--- src/rtl/chal_scrambler_pkg.sv ---
package chal_scrambler_pkg;
  localparam int unsigned SEL_W   = 10;
  localparam int unsigned FIELD_W = SEL_W / 2;
  // x^10 + x^7 + 1 : feedback from bits 9 and 6
  localparam logic [SEL_W-1:0] TAP_MASK = 10'b10_0100_0000;

  typedef logic [SEL_W-1:0] sel_t;
endpackage

--- src/rtl/scr_rst_sync.sv ---
module scr_rst_sync #(
  parameter int unsigned STAGES = 2
) (
  input  logic clk,
  input  logic rst_n,
  output logic rst_sync_n
);
  logic [STAGES-1:0] sync_q;

  always_ff @(posedge clk or negedge rst_n) begin
    if (!rst_n) sync_q <= '0;
    else        sync_q <= {sync_q[STAGES-2:0], 1'b1};
  end

  assign rst_sync_n = sync_q[STAGES-1];
endmodule

--- src/rtl/scr_lfsr_core.sv ---
module scr_lfsr_core #(
  parameter int unsigned     W    = 10,
  parameter logic [W-1:0]    TAPS = 10'b10_0100_0000
) (
  input  logic         clk,
  input  logic         rst_ni,
  input  logic         load_i,
  input  logic         shift_i,
  input  logic [W-1:0] seed_i,
  output logic [W-1:0] state_o
);
  localparam logic [W-1:0] ONE = {{(W-1){1'b0}}, 1'b1};

  logic [W-1:0] state_q, state_d;
  logic         en;
  logic         fb;

  assign fb = ^(state_q & TAPS);
  assign en = load_i | shift_i;

  always_comb begin
    state_d = state_q;
    if (load_i) begin
      state_d = (seed_i == '0) ? ONE : seed_i;
    end else if (shift_i) begin
      state_d = {state_q[W-2:0], fb};
    end
  end

  always_ff @(posedge clk or negedge rst_ni) begin
    if (!rst_ni)  state_q <= ONE;
    else if (en)  state_q <= state_d;
  end

  assign state_o = state_q;

  assert_state_nonzero_R8: assert property (@(posedge clk) disable iff (!rst_ni)
    state_q != '0);
  assert_load_nonzero_R2: assert property (@(posedge clk) disable iff (!rst_ni)
    (load_i && seed_i != '0) |=> state_q == $past(seed_i));
  assert_load_zero_R5: assert property (@(posedge clk) disable iff (!rst_ni)
    (load_i && seed_i == '0) |=> state_q == ONE);
  assert_shift_moves_R3: assert property (@(posedge clk) disable iff (!rst_ni)
    (shift_i && !load_i) |=> state_q[W-1:1] == $past(state_q[W-2:0]));
endmodule

--- src/rtl/scr_whiten_reg.sv ---
module scr_whiten_reg #(
  parameter int unsigned W = 10
) (
  input  logic         clk,
  input  logic         rst_ni,
  input  logic         load_i,
  input  logic [W-1:0] chal_i,
  output logic [W-1:0] mask_o
);
  logic [W-1:0] mask_q, mask_d;

  always_comb begin
    mask_d = mask_q;
    if (load_i) mask_d = chal_i;
  end

  always_ff @(posedge clk or negedge rst_ni) begin
    if (!rst_ni)     mask_q <= '0;
    else if (load_i) mask_q <= mask_d;
  end

  assign mask_o = mask_q;

  assert_mask_capture_R2: assert property (@(posedge clk) disable iff (!rst_ni)
    load_i |=> mask_q == $past(chal_i));
  assert_mask_hold_R3: assert property (@(posedge clk) disable iff (!rst_ni)
    !load_i |=> $stable(mask_q));
endmodule

--- src/rtl/scr_sel_split.sv ---
module scr_sel_split #(
  parameter int unsigned W = 10
) (
  input  logic [W-1:0]   state_i,
  input  logic [W-1:0]   mask_i,
  output logic [W-1:0]   sel_o,
  output logic [W/2-1:0] hi_o,
  output logic [W/2-1:0] lo_o
);
  localparam int unsigned HW = W / 2;

  for (genvar b = 0; b < W; b++) begin : g_xor
    assign sel_o[b] = state_i[b] ^ mask_i[b];
  end

  assign hi_o = sel_o[W-1:HW];
  assign lo_o = sel_o[HW-1:0];
endmodule

--- src/rtl/chal_scrambler.sv ---
module chal_scrambler
  import chal_scrambler_pkg::*;
(
  input  logic               clk,
  input  logic               rst_n,
  input  logic [SEL_W-1:0]   chal_i,
  input  logic               load_i,
  input  logic               shift_i,
  output logic [SEL_W-1:0]   sel_o,
  output logic [FIELD_W-1:0] sel_bank_a_o,
  output logic [FIELD_W-1:0] sel_bank_b_o
);
  logic rst_sync_n;
  sel_t state, mask;

  scr_rst_sync #(.STAGES(2)) i_rst (
    .clk(clk), .rst_n(rst_n), .rst_sync_n(rst_sync_n)
  );

  scr_lfsr_core #(.W(SEL_W), .TAPS(TAP_MASK)) i_lfsr (
    .clk(clk), .rst_ni(rst_sync_n), .load_i(load_i), .shift_i(shift_i),
    .seed_i(chal_i), .state_o(state)
  );

  scr_whiten_reg #(.W(SEL_W)) i_mask (
    .clk(clk), .rst_ni(rst_sync_n), .load_i(load_i), .chal_i(chal_i),
    .mask_o(mask)
  );

  scr_sel_split #(.W(SEL_W)) i_split (
    .state_i(state), .mask_i(mask), .sel_o(sel_o),
    .hi_o(sel_bank_a_o), .lo_o(sel_bank_b_o)
  );

  assert_idle_hold_R4: assert property (@(posedge clk) disable iff (!rst_sync_n)
    (!load_i && !shift_i) |=> $stable(sel_o));
  assert_load_zero_sel_R2: assert property (@(posedge clk) disable iff (!rst_sync_n)
    load_i |=> (sel_o == '0 || sel_o == sel_t'(1)));
  assert_load_wins_R6: assert property (@(posedge clk) disable iff (!rst_sync_n)
    (load_i && shift_i && chal_i != '0) |=> sel_o == '0);
  assert_fields_R7: assert property (@(posedge clk) disable iff (!rst_sync_n)
    {sel_bank_a_o, sel_bank_b_o} == sel_o);
endmodule

--- config.mk ---
export PLATFORM = sky130hd
export DESIGN_NAME = chal_scrambler
export DESIGN_NICKNAME = d
export VERILOG_FILES = /design/src/rtl/chal_scrambler_pkg.sv /design/src/rtl/scr_rst_sync.sv /design/src/rtl/scr_lfsr_core.sv /design/src/rtl/scr_whiten_reg.sv /design/src/rtl/scr_sel_split.sv /design/src/rtl/chal_scrambler.sv
export SDC_FILE = /design/constraint.sdc
export NUM_CORES = 1
export LEC_CHECK = 0
export BUFFER_PORTS_ARGS = -buffer_cell sky130_fd_sc_hd__clkbuf_2
export CORE_ASPECT_RATIO = 1.25
export CORE_MARGIN = 4
export CORE_UTILIZATION = 30
export DETAILED_ROUTE_END_ITERATION = 10
export GPL_ROUTABILITY_DRIVEN = 1
export PLACE_DENSITY = 0.49
export SLEW_MARGIN = 20
export SYNTH_ARGS = -nofsm -noshare
export SYNTH_HDL_FRONTEND = slang
export SYNTH_HIERARCHICAL = 1
export SYNTH_SLANG_ARGS = --single-unit
--- constraint.sdc ---
create_clock -name clk -period 1.1 [get_ports clk]
set_input_delay 0.055 -clock clk [delete_from_list [all_inputs] [get_ports clk]]
set_output_delay 0.055 -clock clk [all_outputs]
set_load 0.02 [all_outputs]
# Yosys cells after proc, flatten, opt, wreduce, memory -nomap -nowiden
# Cells that the tools add are included.
[op_classes]
muxes = 3
bitwise = 11
n_reduce_logical = 4
[ops]
columns = ["cell", "n"]
rows = [
  ["$mux W10", 3],
  ["$logic_not A10 Y1", 1],
  ["$reduce_xor A10 Y1", 1],
  ["$xor A1 B1 Y1", 10],
  ["$reduce_and A2 Y1", 1],
  ["$reduce_bool A2 Y1", 1],
  ["$or A1 B1 Y1", 1],
]
[totals]
reg_bits = 22
input_bits = 14
elab_cells = 21

# Depth between registers and ports, before layout
# Gate-level depths: netlist (run 1).
[depth]
depth_word = 3
mapped_depth = 3
depth_no_buf = 3

# Cells and area by module
# Netlist (run 1), hierarchy kept.
[modules_own_cells]
columns = ["module", "instances", "cells_each", "area_each_um2", "seq_area_each_um2"]
rows = [
  ["scr_lfsr_core", 1, 48, 494.2, 251.5],
  ["scr_whiten_reg", 1, 21, 411.6, 250.2],
  ["scr_sel_split", 1, 20, 162.7, 0.0],
  ["scr_rst_sync", 1, 3, 53.8, 50.0],
]

# Least setup slack after synthesis (run 1)
# Ideal clock, no wire load.
[synth_timing]
kind = "register to output"
start = "register i_lfsr.state_q[0], in the netlist i_lfsr/state_o[0]"
end = "output sel_o[0]"
t_arrival_ns = 1.147
slack_ns = -0.102
path_stages_with_launch = 3
cell_sequence = "dfstp_2 xor2_1 buf_4"
[synth_between]
elab_chain_cells = 1
[synth_lines]
columns = ["item", "line_no", "text"]
rows = [
  ["from (decl)", "scr_lfsr_core.sv:14", "logic [W-1:0] state_q, state_d;"],
  ["from (signal assigned)", "scr_lfsr_core.sv:32", "else if (en) state_q <= state_d;"],
  ["$xor A1 B1 Y1", "scr_sel_split.sv:13", "assign sel_o[b] = state_i[b] ^ mask_i[b];"],
  ["to (decl)", "chal_scrambler.sv:9", "output logic [SEL_W-1:0] sel_o,"],
]
# No other way between the ends.

# Worst setup path in the final report (run 1)
[layout_timing]
start = "register i_lfsr.state_q[0], in the netlist i_lfsr/state_o[0]"
end = "output sel_bank_b_o[0]"
[layout_between]
elab_chain_cells = 1
[layout_lines]
columns = ["item", "line_no", "text"]
rows = [
  ["$xor A1 B1 Y1", "scr_sel_split.sv:13", ""],
  ["to (decl)", "chal_scrambler.sv:11", "output logic [FIELD_W-1:0] sel_bank_b_o"],
]
# No other way between the ends.

==> flow_metrics.env, run 1 <==
export IMPL_cp_slowest_cell="dfstp_2"
export IMPL_grt_max_degree=31
export IMPL_crit_type="register to output port"
export IMPL_overflow=0
export IMPL_worst_setup_path_end_kind="output port"
export IMPL_antenna_found_initial=0
export IMPL_cts_buffers_inserted=3
export IMPL_synth_distinct_cells=18
export IMPL_slew_viol_final=0
export IMPL_failed_checks="negative setup slack"
export IMPL_viasPerCell=4.538
export IMPL_synth_area_sq_um=1122
export IMPL_yosysWarningCount=6
export IMPL_crit_buf_inv=1
export IMPL_cp_top_family="flip-flops"
export IMPL_cap_violations=0
export IMPL_synthTopCellsByCount="21 x dfrtp_1, 11 x xor2_1, 10 x buf_4, 10 x mux2_4"
export IMPL_port_buffers=33
export IMPL_r2r_cells=4
export IMPL_yosys_cell_count_top_type="dfrtp_1"
export IMPL_track_usage_pct=9.876
export IMPL_whs_ps=41.25
export IMPL_yosysSeqAreaShare_pct=49.16
export IMPL_cts_tree="yes"
export IMPL_htreeDepth=1
export IMPL_crit_start="i_lfsr/state_o[0]"
export IMPL_period_minus_slack_ps=1213
export IMPL_dieArea_sq_um=4790
export IMPL_clock_skew_ps=2.805
export IMPL_postRouteAntennaNets=0
export IMPL_cp_num_cells=2
export IMPL_core_region_area_sq_um=3543
export IMPL_dp_cells=152
export IMPL_drt_iter0_markers=22
export IMPL_synth_fp_nets=106
export IMPL_power_mw=2.346
export IMPL_path_clk_slew_ps=70
export IMPL_syn_inst=92
export IMPL_fin_tns_setup_ps=-361.6
export IMPL_clockRootBuffer="clkbuf_8"
export IMPL_dr_pass1_iters=3
export IMPL_num_antenna_cells=0
export IMPL_ys_ff_latch=22
export IMPL_ios=34
export IMPL_die_w_microns=62.71
export IMPL_synthArstFlopShare_pct=100.0
export IMPL_fillCellCount=343
export IMPL_fin_nets=145
export IMPL_drc=0
export IMPL_grt_pass1_vias=798
export IMPL_die_y_microns=76.39
export IMPL_startpoint_type="register"
export IMPL_clock_fmax_mhz=824.4
export IMPL_dr_total_vias=767
export IMPL_setup_viol=7
export IMPL_total_leakage_power_nw=0.7634
export IMPL_yosysTopAreaCell="dfrtp_1"
export IMPL_std_cell_rows=24
export IMPL_dpl_hpwl_mm=1.599
export IMPL_area_delta_synth_final_pct=37.90
export IMPL_clk_latency_ps=260
export IMPL_status="finished with violations"
export IMPL_wire_per_inst_microns=13.11
export IMPL_initial_core_util_pct=31.67
export IMPL_pre_cts_ws_ps=127.4
export IMPL_rsz0062_at_grt="true"
export IMPL_synth_top_area_share_pct=46.82
export IMPL_vdd_ir_drop_max_v=0.0007204
export IMPL_synth_area_leaders="dfrtp_1 47%, mux2_4 13%, xor2_1 8.6%"
export IMPL_power_density_nw_per_um2=1516
export IMPL_worstPathRequired_ps=1040
export IMPL_wirelength_mm=2.216
export IMPL_hold_path_class="input pin to register"
export IMPL_grt_pass1_wl_mm=3.926
export IMPL_arrival_ps=1160
export IMPL_fin_crit_sh_pct=110.3
export IMPL_worst_hold_path_num_cells=3
export IMPL_synth_ff_type="dfrtp_1"
export IMPL_routabilityCongestion=0.6542
export IMPL_final_hold_violation_count=0
export IMPL_path_cells="xor2_2 > buf_4"
export IMPL_fin_cells=169
export IMPL_synth_edf_count=0
export IMPL_setup_ws_ps=-113.0
export IMPL_min_from="chal_i[6]"
export IMPL_cp_max_fo=3
export IMPL_r2r_start="i_lfsr/state_o[6]"
export IMPL_drive_above_1_share_pct=53.85
export IMPL_cts_buffer_depth=2
export IMPL_avgSynthCellArea_sq_um=12.20
export IMPL_worst_path_largest_cell_delay_ps=570
export IMPL_clock_sinks=22
[repair_timing]
item,in CTS,in global routing
pin swaps,5,5
hold buffers,1,0
cloned,0,0
resized for setup,19,32
hold endpoints to repair,2,0
buffers inserted,7,5
setup endpoints to repair,18,21
[layout by cell type, fill, tap and decap left out]
cell	instances
xor2_1	5
mux2_4	10
o21ai_0	9
nor3_1	1
nor2_1	1
nor4_2	1
clkbuf_2	13
dlygate4sd3_1	1
xor2_2	6
clkbuf_8	7
buf_4	25
buf_12	1
dfstp_2	1
a31oi_1	1
mux2i_1	9
conb_1	1
clkbuf_1	1
a211oi_2	1
dfrtp_1	21
nor2b_1	1
buf_6	4
nand2_1	9
a21oi_2	1
[metrics by stage]
step                area, sq um  util [%]
floorplan                  1130         -
global placement           1266     35.73
detailed placement         1266     35.73
CTS                        1446     40.82
global route               1548     43.68
finish                     1548     43.68
[per-layer routing]
metal  up-vias  track usage (%)  wire (microns)
li1        369                -               -
met1       381            13.31            1007
met2        17            16.33            1113
met3         0            2.065              96
met4         0            1.987               0
met5         -                0               0
[state kept, by name (all words and copies together) (netlist names)]
signal          cells
i_rst/sync_q        2
i_lfsr/state_o     10
i_mask/mask_o      10
[worst paths after layout]
path / slack (ps) / to
max in group asynchronous: 620 / i_lfsr/state_o[0]
worst max-delay path: -110 / sel_bank_b_o[0]
worst min-delay path: 40 / i_lfsr/state_o[6]
worst max register to register: 50 / i_lfsr/state_o[0]
worst min register to register: 210 / i_mask/mask_o[8]
min in group asynchronous: 110 / i_rst/sync_q[1]
[power by group]
part / switching [mW] / internal (mW)
Sequential: 0.0712 / 0.891
Clock: 0.245 / 0.258
Combinational: 0.429 / 0.452
Total: 0.746 / 1.60
[cells by family (layout without fill, tap and decap cells)]
family          after synthesis  after routing  share of synthesized area, %
flops                        22             22                         49.16
mux                          19             19                         21.40
buf+inv                      14             52                         9.364
simple gates                 13             13                         5.462
compound gates               12             12                         5.686
xor+xnor                     11             11                         8.584
other cells                   1              1                        0.3341
[worst register-to-register path, stage by stage, from the launching register on]
cell	delay [ps]
dfrtp_1	410
buf_4	160
xor2_1	160
a211oi_2	210
a21oi_2	50
[final cells by class]
| class | count | area (sq um) | share of cell area, % |
|---|---|---|---|
| Clock buffer | 4 | 45.04 | 2.910 |
| Multi-Input combinational cell | 56 | 519.2 | 33.55 |
| Sequential cell | 22 | 551.8 | 35.65 |
| Tap cell | 39 | 48.80 | 3.153 |
| Timing Repair Buffer | 48 | 382.9 | 24.74 |
Note: power is estimated with default switching activity, not from simulation.
==> run 2: changes to the inputs <==
--- a/config.mk
+++ b/config.mk
@@ -7,7 +7,6 @@
 export LEC_CHECK = 0
 export BUFFER_PORTS_ARGS = -buffer_cell sky130_fd_sc_hd__clkbuf_2
 export CORE_ASPECT_RATIO = 1.25
-export CORE_MARGIN = 4
 export CORE_UTILIZATION = 30
 export DETAILED_ROUTE_END_ITERATION = 10
 export GPL_ROUTABILITY_DRIVEN = 1
==> run 2 against run 1 <==
The flow finishes with violations (design-rule violations, negative setup slack). Die area shrank 17%. Via count is the same. Highest routed layer is now met4. Sequential power is essentially flat. Non-clock buffer count is the same. Clock skew shrank 0.57 ps. Critical path type unchanged.
==> flow_metrics.env, run 2 (synthesized netlist as in run 1, its figures left out) <==
export IMPL_drive_above_1_share_pct=53.85
export IMPL_die_y_microns=70.39
export IMPL_vdd_ir_drop_max_v=0.0006929
export IMPL_rsz0062_at_grt="true"
export IMPL_wire_per_inst_microns=12.39
export IMPL_fillCellCount=340
export IMPL_dr_pass1_iters=7
export IMPL_period_minus_slack_ps=1204
export IMPL_wirelength_mm=2.094
export IMPL_setup_ws_ps=-103.6
export IMPL_dr_total_vias=767
export IMPL_cp_slowest_cell="dfstp_2"
export IMPL_initial_core_util_pct=31.67
export IMPL_grt_pass1_wl_mm=3.401
export IMPL_die_w_microns=56.71
export IMPL_dpl_hpwl_mm=1.427
export IMPL_final_hold_violation_count=0
export IMPL_cts_buffer_depth=2
export IMPL_power_density_nw_per_um2=1546
export IMPL_std_cell_rows=24
export IMPL_port_buffers=33
export IMPL_hold_path_class="input pin to register"
export IMPL_worst_setup_path_end_kind="output port"
export IMPL_drc=4
export IMPL_crit_buf_inv=1
export IMPL_fin_crit_sh_pct=109.4
export IMPL_grt_max_degree=31
export IMPL_num_antenna_cells=0
export IMPL_cp_top_family="flip-flops"
export IMPL_final_cell_mix="29 x buf_4, 21 x dfrtp_1, 13 x clkbuf_2"
export IMPL_cp_max_fo=3
export IMPL_clockRootBuffer="clkbuf_8"
export IMPL_cts_tree="yes"
export IMPL_setup_viol=5
export IMPL_postRouteAntennaNets=0
export IMPL_total_leakage_power_nw=0.7613
export IMPL_clock_skew_ps=2.238
export IMPL_overflow=0
export IMPL_clock_fmax_mhz=830.8
export IMPL_worst_path_largest_cell_delay_ps=570
export IMPL_path_clk_slew_ps=80
export IMPL_worstPathRequired_ps=1040
export IMPL_ios=34
export IMPL_htreeDepth=1
export IMPL_core_region_area_sq_um=3543
export IMPL_path_cells="xor2_2 > buf_4"
export IMPL_fin_area_sq_um=1534
export IMPL_startpoint_type="register"
export IMPL_slew_viol_final=0
export IMPL_clock_sinks=22
export IMPL_crit_type="register to output port"
export IMPL_track_usage_pct=11.10
export IMPL_cts_buffers_inserted=3
export IMPL_cap_violations=0
export IMPL_grt_pass1_vias=771
export IMPL_final_common_cell="buf_4"
export IMPL_antenna_found_initial=0
export IMPL_viasPerCell=4.538
export IMPL_place_area_sq_um=1266
export IMPL_clk_latency_ps=260
export IMPL_arrival_ps=1150
export IMPL_failed_checks="design-rule violations, negative setup slack"
export IMPL_routabilityCongestion=0.7191
export IMPL_drt_iter0_markers=17
export IMPL_area_delta_synth_final_pct=36.68
export IMPL_fin_tns_setup_ps=-282.1
export IMPL_fin_nets=145
export IMPL_status="finished with violations"
export IMPL_dieArea_sq_um=3991
run 2: cell count changes in the layout (fill, tap and decap cells not counted), sizes merged:
cell | previous run | this run
buf | 30 | 32
clkbuf | 21 | 19
run 2: final timing paths:
path                                    from                end  slack [ps]  cells past startpoint
setup / recovery           i_lfsr/state_o[0]           sel_o[0]        -100                      2
hold / removal                     chal_i[4]  i_lfsr/state_o[4]          40                      3
setup reg to reg           i_lfsr/state_o[6]  i_lfsr/state_o[0]          70                      4
hold reg to reg              i_rst/sync_q[1]  i_lfsr/state_o[9]         210                      1
max in group asynchronous    i_rst/sync_q[1]  i_lfsr/state_o[0]         620                      1
min in group asynchronous              rst_n    i_rst/sync_q[1]         120                      2
run 2: final cells by class:
type	count	area (sq um)	share of cell area, %
repair buffers	48	362.8	23.65
well taps	39	48.80	3.181
multi-input cells	56	515.5	33.61
clock buffers	4	55.05	3.589
flip-flops and latches	22	551.8	35.97
run 2: routing by layer:
| metal | vias up | global-route usage, % | share of wire, % |
|---|---|---|---|
| met5 | - | 0 | 0 |
| met4 | 0 | 5.000 | 0.81 |
| met3 | 2 | 2.222 | 3.4 |
| met2 | 18 | 18.25 | 52 |
| met1 | 379 | 13.88 | 44 |
| li1 | 368 | - | - |
run 2: tightest hold or removal path, delay by kind of cell:
| family | cells | cell delay (ps) |
|---|---|---|
| and+or+nand+nor | 1 | 40 |
| buffers and inverters | 1 | 100 |
| AOI/OAI and AO/OA | 1 | 60 |
run 2: power breakdown:
| part | internal [mW] | switching, mW |
|---|---|---|
| Clock | 0.318 | 0.249 |
| Combinational | 0.426 | 0.419 |
| Sequential | 0.891 | 0.0683 |
| Total | 1.64 | 0.736 |
run 2: per-stage QoR:
step | total power, mW | util, % | hold slack (ps) | worst slack (ps) | std cells
detailed placement | 1.616 | 35.73 | -157.2 | 136.8 | 152
global placement | 1.609 | 35.73 | -158.8 | 169.6 | 152
CTS | 2.318 | 40.96 | 33.76 | -147.7 | 166
global route | 2.502 | 43.29 | 51.52 | -148.8 | 169
floorplan | 1.497 | - | -240.6 | 21.78 | 92
finish | 2.372 | 43.29 | 36.13 | -103.6 | 169
run 2: repair_timing:
action | 4_1_cts | 5_1_grt
hold buffers | 1 | 0
pin swaps | 6 | 7
buffers inserted | 9 | 3
resized for setup | 16 | 32
setup endpoints to repair | 20 | 21
hold endpoints to repair | 2 | 0
